### src/rtl/wdt_pkg.sv
package wdt_pkg;

    localparam int DATA_W = 8;
    localparam int ADDR_W = 3;

    localparam logic [ADDR_W-1:0] A_CTRL   = 3'd0;
    localparam logic [ADDR_W-1:0] A_RELOAD = 3'd1;
    localparam logic [ADDR_W-1:0] A_KEY1   = 3'd2;
    localparam logic [ADDR_W-1:0] A_KEY2   = 3'd3;
    localparam logic [ADDR_W-1:0] A_COUNT  = 3'd4;

    localparam logic [DATA_W-1:0] KEY1_VAL = 8'hA5;
    localparam logic [DATA_W-1:0] KEY2_VAL = 8'h5A;

    // Control register image; packed MSB first: src[6:5], pre[4:2], tof[1], run[0]
    typedef struct packed {
        logic [1:0] src;
        logic [2:0] pre;
        logic       tof;
        logic       run;
    } ctrl_t;

    // Settings copied to the counting side at refresh time
    typedef struct packed {
        logic [1:0] src;
        logic [2:0] pre;
        logic       run;
    } cfg_t;

    typedef enum logic [1:0] {
        SEQ_IDLE      = 2'd0,
        SEQ_CTRL_WAIT = 2'd1,
        SEQ_HALF      = 2'd2
    } seq_e;

    function automatic cfg_t cfg_of(ctrl_t c);
        cfg_t r;
        r.src = c.src;
        r.pre = c.pre;
        r.run = c.run;
        return r;
    endfunction

    function automatic logic [DATA_W-1:0] ctrl_byte(ctrl_t c);
        return {1'b0, c};
    endfunction

    // New control image from a bus write: flag may only be cleared
    function automatic ctrl_t ctrl_write(ctrl_t cur, logic [DATA_W-1:0] d);
        ctrl_t r;
        r.src = d[6:5];
        r.pre = d[4:2];
        r.tof = cur.tof & d[1];
        r.run = d[0];
        return r;
    endfunction

    function automatic ctrl_t ctrl_after_fault();
        ctrl_t r;
        r     = '0;
        r.tof = 1'b1;
        return r;
    endfunction

endpackage

### src/rtl/wdt_seq.sv
module wdt_seq
    import wdt_pkg::*;
(
    input  logic              clk,
    input  logic              rst,
    input  logic              clear,
    input  logic              hold,
    input  logic              wr,
    input  logic [ADDR_W-1:0] addr,
    input  logic [DATA_W-1:0] wdata,
    output logic              feed_ok,
    output logic              feed_bad
);

    seq_e state_q, state_d;
    logic wr_live;

    assign wr_live = wr && !hold;

    always_comb begin
        state_d  = state_q;
        feed_ok  = 1'b0;
        feed_bad = 1'b0;
        if (wr_live) begin
            unique case (state_q)
                SEQ_IDLE: begin
                    if (addr == A_CTRL) begin
                        state_d = SEQ_CTRL_WAIT;
                    end else if (addr == A_KEY1) begin
                        if (wdata == KEY1_VAL) state_d = SEQ_HALF;
                        else                   feed_bad = 1'b1;
                    end else if (addr == A_KEY2) begin
                        feed_bad = 1'b1;
                    end
                end
                SEQ_CTRL_WAIT: begin
                    if (addr == A_KEY1 && wdata == KEY1_VAL) state_d = SEQ_HALF;
                    else                                     feed_bad = 1'b1;
                end
                SEQ_HALF: begin
                    if (addr == A_KEY2 && wdata == KEY2_VAL) begin
                        feed_ok = 1'b1;
                        state_d = SEQ_IDLE;
                    end else begin
                        feed_bad = 1'b1;
                    end
                end
                default: feed_bad = 1'b1;
            endcase
        end
    end

    always_ff @(posedge clk) begin
        if (rst || clear) state_q <= SEQ_IDLE;
        else              state_q <= state_d;
    end

endmodule

### src/rtl/wdt_prescale.sv
module wdt_prescale
    import wdt_pkg::*;
#(
    parameter int DIV_BASE_LOG2 = 5
)(
    input  logic clk,
    input  logic rst,
    input  logic clear,
    input  logic tick_slow,
    input  logic tick_bus,
    input  logic tick_xtal,
    input  cfg_t cfg,
    output logic step
);

    localparam int PW = DIV_BASE_LOG2 + 9;

    logic [PW-1:0] pcnt_q;
    logic [PW-1:0] limit;
    logic          sel_tick;
    logic          advance;

    always_comb begin
        unique case (cfg.src)
            2'b00:   sel_tick = tick_slow;
            2'b01:   sel_tick = tick_bus;
            default: sel_tick = tick_xtal;
        endcase
    end

    // Division 2^(PRE+1+base): terminal prescaler count is that minus one
    assign limit   = (PW'(1) << (DIV_BASE_LOG2 + 1 + int'(cfg.pre))) - PW'(1);
    assign advance = cfg.run && sel_tick;
    assign step    = advance && (pcnt_q == limit);

    always_ff @(posedge clk) begin
        if (rst || clear)  pcnt_q <= '0;
        else if (advance)  pcnt_q <= step ? '0 : pcnt_q + PW'(1);
    end

endmodule

### src/rtl/wdt_countdown.sv
module wdt_countdown
    import wdt_pkg::*;
#(
    parameter logic [DATA_W-1:0] RELOAD_INIT = 8'hFF
)(
    input  logic              clk,
    input  logic              rst,
    input  logic              fire,
    input  logic              load,
    input  logic [DATA_W-1:0] reload_val,
    input  cfg_t              cfg_next,
    input  logic              step,
    output cfg_t              cfg_act,
    output logic [DATA_W-1:0] count,
    output logic              underflow
);

    assign underflow = step && (count == '0);

    always_ff @(posedge clk) begin
        if (rst || fire) begin
            count   <= RELOAD_INIT;
            cfg_act <= '0;
        end else if (load) begin
            count   <= reload_val;
            cfg_act <= cfg_next;
        end else if (step) begin
            count   <= count - DATA_W'(1);
        end
    end

endmodule

### src/rtl/wdt_guard.sv
module wdt_guard
    import wdt_pkg::*;
#(
    parameter int                DIV_BASE_LOG2 = 5,
    parameter logic [DATA_W-1:0] RELOAD_INIT   = 8'hFF
)(
    input  logic              clk,
    input  logic              rst,
    input  logic              tick_slow,
    input  logic              tick_bus,
    input  logic              tick_xtal,
    input  logic              bus_wr,
    input  logic [ADDR_W-1:0] bus_addr,
    input  logic [DATA_W-1:0] bus_wdata,
    output logic [DATA_W-1:0] bus_rdata,
    output logic              wdt_reset
);

    ctrl_t             ctrl_q;
    logic [DATA_W-1:0] reload_q;
    logic              feed_ok, feed_bad, underflow, fire, step, wr_live;
    cfg_t              cfg_act;
    logic [DATA_W-1:0] count;
    logic [DATA_W-1:0] ctrl_rd;

    assign fire    = feed_bad || underflow;
    assign wr_live = bus_wr && !wdt_reset;
    assign ctrl_rd = ctrl_byte(ctrl_q);

    wdt_seq u_seq (
        .clk      (clk),
        .rst      (rst),
        .clear    (fire),
        .hold     (wdt_reset),
        .wr       (bus_wr),
        .addr     (bus_addr),
        .wdata    (bus_wdata),
        .feed_ok  (feed_ok),
        .feed_bad (feed_bad)
    );

    wdt_prescale #(.DIV_BASE_LOG2(DIV_BASE_LOG2)) u_pre (
        .clk       (clk),
        .rst       (rst),
        .clear     (feed_ok || fire),
        .tick_slow (tick_slow),
        .tick_bus  (tick_bus),
        .tick_xtal (tick_xtal),
        .cfg       (cfg_act),
        .step      (step)
    );

    wdt_countdown #(.RELOAD_INIT(RELOAD_INIT)) u_cnt (
        .clk        (clk),
        .rst        (rst),
        .fire       (fire),
        .load       (feed_ok),
        .reload_val (reload_q),
        .cfg_next   (cfg_of(ctrl_q)),
        .step       (step),
        .cfg_act    (cfg_act),
        .count      (count),
        .underflow  (underflow)
    );

    always_ff @(posedge clk) begin
        if (rst) begin
            ctrl_q    <= '0;
            reload_q  <= RELOAD_INIT;
            wdt_reset <= 1'b0;
        end else begin
            wdt_reset <= fire;
            if (fire) begin
                ctrl_q   <= ctrl_after_fault();
                reload_q <= RELOAD_INIT;
            end else if (wr_live) begin
                if (bus_addr == A_CTRL)   ctrl_q   <= ctrl_write(ctrl_q, bus_wdata);
                if (bus_addr == A_RELOAD) reload_q <= bus_wdata;
            end
        end
    end

    always_comb begin
        unique case (bus_addr)
            A_CTRL:   bus_rdata = ctrl_rd;
            A_RELOAD: bus_rdata = reload_q;
            A_COUNT:  bus_rdata = count;
            default:  bus_rdata = '0;
        endcase
    end

endmodule

### config.mk
export PLATFORM = sky130hd
export DESIGN_NAME = wdt_guard
export DESIGN_NICKNAME = d
export VERILOG_FILES = /design/src/rtl/wdt_pkg.sv /design/src/rtl/wdt_seq.sv /design/src/rtl/wdt_prescale.sv /design/src/rtl/wdt_countdown.sv /design/src/rtl/wdt_guard.sv
export SDC_FILE = /design/constraint.sdc
export NUM_CORES = 1
export LEC_CHECK = 0
export BUFFER_PORTS_ARGS = -buffer_cell sky130_fd_sc_hd__clkbuf_2
export CAP_MARGIN = 25
export CORE_MARGIN = 5
export CORE_UTILIZATION = 50
export CTS_CLUSTER_SIZE = 8
export DETAILED_ROUTE_END_ITERATION = 8
export PLACE_DENSITY_LB_ADDON = 0.25
export SYNTH_ARGS = -nofsm -noshare
export SYNTH_HDL_FRONTEND = slang
export SYNTH_SLANG_ARGS = --single-unit
### constraint.sdc
create_clock -name clk -period 3.5 [get_ports clk]
set_clock_uncertainty 0.05 [all_clocks]
set_input_delay 0 -clock clk [delete_from_list [all_inputs] [get_ports clk]]
set_output_delay 0 -clock clk [all_outputs]
set_load 0.01 [all_outputs]
==> results.ini <==
[timing]
hold_viol=0
worst_pin_slew_ps=537
grt_setup_unrepaired=false
final.period_utilization=0.900
slew_viol_final=0
max-slew-margin-rel=0.640
layout_setup_ws_ps=351
tns_ps=0
finalCriticalPeriod_ps=3150
fmax_mhz=318
setup_viol=0

[hold_path]
hp-class=in2reg
min_from=bus_addr[2]
whs_path_depth=4
min_to=u_seq.state_q[0]$_SDFFE_PP0P_

[yosys]
syn-num-nets=393
synthesis.area_um2=3030
synthFlopType=dfxtp_1
postSynthCellCount=362
synth_edf_count=0
synth.top_cell.area_share=0.304
synth_area_leaders=dfxtp_1 30%, mux2i_1 11%, nor2_1 7.1%
synth_warnings=0
synth_cell_type_count=57
ys_seq_area_frac=0.304
async_reset_ff_frac=0
ys_ff_latch=46
syn-mean-instance-area_um2=8.38
yosys.area.top_type=dfxtp_1

[cells_and_area]
fill_cells=548
num_antenna_cells=0
finalNetCount=422
mostFrequentLayoutCells=56 x nor2_1, 46 x dfxtp_1, 34 x mux2i_1
multi_input_area_um2=1970
drive_above_1_share=0.133
syn2layout_area_growth_pct=11.4
final_common_cell=nor2_1
seqCellArea_um2=921

[place]
place.gp.congestion=0.845
pre_cts_ws_ps=174
dp_hpwl_um=5320
io_buffers=25

[grt]
antenna_found_initial=0
grt_pass1_vias=2512
grt_usage=0.197
overflow=0
grt_max_degree=28
grt_pass1_wl_um=11900

[cts]
clk_pin_slew_ps=90
cts_buffers=5
clkLatencyLatePin_ps=300
cts_max_level=2
root_buffer=clkbuf_8
cts_tree=built
post_cts_buffers=0
cts.sinks=46
cts_buffer_depth=2

[floorplan]
die_w_um=87.9
start_util=0.512
core-area_um2=5920
die-area_um2=7730
ioPinCount=26
core.rowCount=28
die_y_um=87.9

[worst_setup_path]
r2r-end=u_cnt.count[1]$_SDFFE_PP1P_
r2r.worst_path.cells=11
worstPathArrival_ps=3330
crit_required_ps=3680
crit_path_start_kind=flip-flop
worstPathMaxFanout=11
r2r_slack_ps=350
r2r-start=u_cnt.cfg_act[3]$_SDFFE_PP0P_
path_class=reg2reg
cp-end-kind=flip-flop

[routing]
detail-route-antenna-nets=0
route.detailed.drc=0
wl_per_cell_um=15.3
vias_per_cell=5.60
num_vias=2614
dr.pass1.iters=4
wl_um=7170
dr.first_iter.drc_count=150

[status]
outcome=completed

[job]
cap_violations=0

[power]
peakVddDrop_mv=0.229
powerDensity_nw_per_um2=284
leakage_nw=1.37
total_power_uw=960

-- worst max-delay path by stage --
stage                                        from                            end  slack [ps]  cells past startpoint
CTS                 u_cnt.cfg_act[3]$_SDFFE_PP0P_   u_pre.pcnt_q[9]$_SDFFE_PP0P_         160                     10
detailed placement  u_cnt.cfg_act[3]$_SDFFE_PP0P_   u_pre.pcnt_q[9]$_SDFFE_PP0P_         170                     10
floorplan           u_cnt.cfg_act[2]$_SDFFE_PP0P_    u_cnt.count[1]$_SDFFE_PP1P_         160                     14
finish              u_cnt.cfg_act[3]$_SDFFE_PP0P_    u_cnt.count[1]$_SDFFE_PP1P_         350                     11
global route        u_cnt.cfg_act[3]$_SDFFE_PP0P_  u_cnt.cfg_act[0]$_SDFFE_PP0P_           7                     12
global placement    u_cnt.cfg_act[3]$_SDFFE_PP0P_   u_pre.pcnt_q[2]$_SDFFE_PP0P_         310                     10
-- through the flow --
step / area, um^2 / std cells / utilization / hold WS [ps]
global placement: 3190 / 450 / 0.539 / 183
global route: 3380 / 467 / 0.571 / 259
CTS: 3370 / 467 / 0.569 / 201
floorplan: 3030 / 362 / - / 19.1
detailed placement: 3190 / 450 / 0.539 / 193
finish: 3380 / 467 / 0.571 / 216
-- cell families (layout without fill, tap and decap cells) --
kind of cell	Yosys count	in the layout	synth area share
adders and majority gates	14	14	0.0577
xor gates and xnor gates	22	22	0.0635
buffers and inverters	31	61	0.0515
and+or+nand+nor	156	156	0.269
AOI/OAI and AO/OA	57	57	0.134
DFF	46	46	0.304
muxes	36	36	0.121
-- critical path, stage by stage, from the launching register on --
cell       delay, ps
dfxtp_1          380
inv_1            100
ha_1             360
nand4b_1         160
ha_1             310
nand4bb_1        170
a21oi_1           80
or3_4            340
a211oi_4         360
nand3_4          250
mux2_4           360
o211ai_2         150
-- routing by layer --
metal / vias to the layer above / GRT usage / routed length, um
met5: - / 0 / 0
met2: 46 / 0.332 / 3460
met1: 1231 / 0.260 / 3410
met3: 8 / 0.0292 / 212
met4: 0 / 0.0572 / 87
li1: 1329 / - / -
-- cells in the mapped netlist, drive strengths merged, types with 2 or more instances --
cell    count
a31oi       2
a211o       2
nand4b      3
nor4        4
and2        2
dfxtp      46
ha         14
xor2        8
nor2       57
a211oi      3
mux2i      34
nand2      20
nand4       9
or3         4
nor2b      11
nand3      13
buf        12
xnor2      14
nor3        9
nor4b       2
clkbuf      6
o211a       2
and3        4
mux2        2
a21oi      20
nor3b       2
inv        13
o21ai      13
nand2b      7
nor4bb      6
-- cell type report --
type | count | share of cell area
flip-flops and latches | 46 | 0.272
clock inverters | 2 | 0.00407
well taps | 75 | 0.0278
clock buffers | 6 | 0.0215
inverters | 13 | 0.0144
multi-input cells | 285 | 0.583
repair buffers | 40 | 0.0770
-- registers in the layout (all words and copies together) (netlist names) --
| register | count |
|---|---|
| u_cnt.count | 8 |
| wdt_reset | 1 |
| u_cnt.cfg_act | 6 |
| u_seq.state_q | 2 |
| u_pre.pcnt_q | 14 |
| ctrl_q | 7 |
| reload_q | 8 |
-- where the power goes --
part	switching [mW]	internal (mW)	leakage [nW]
combinational	0.0595	0.0449	0.949
sequential	0.00510	0.528	0.372
clock	0.181	0.141	0.0452
total	0.246	0.714	1.37
-- timing repair --
action	in CTS	in global routing
hold endpoints to repair	16	0
endpoints found under the setup margin	0	40
resized for setup	0	2
hold buffers	9	0
No activity file was read; power rests on OpenSTA's default activity.
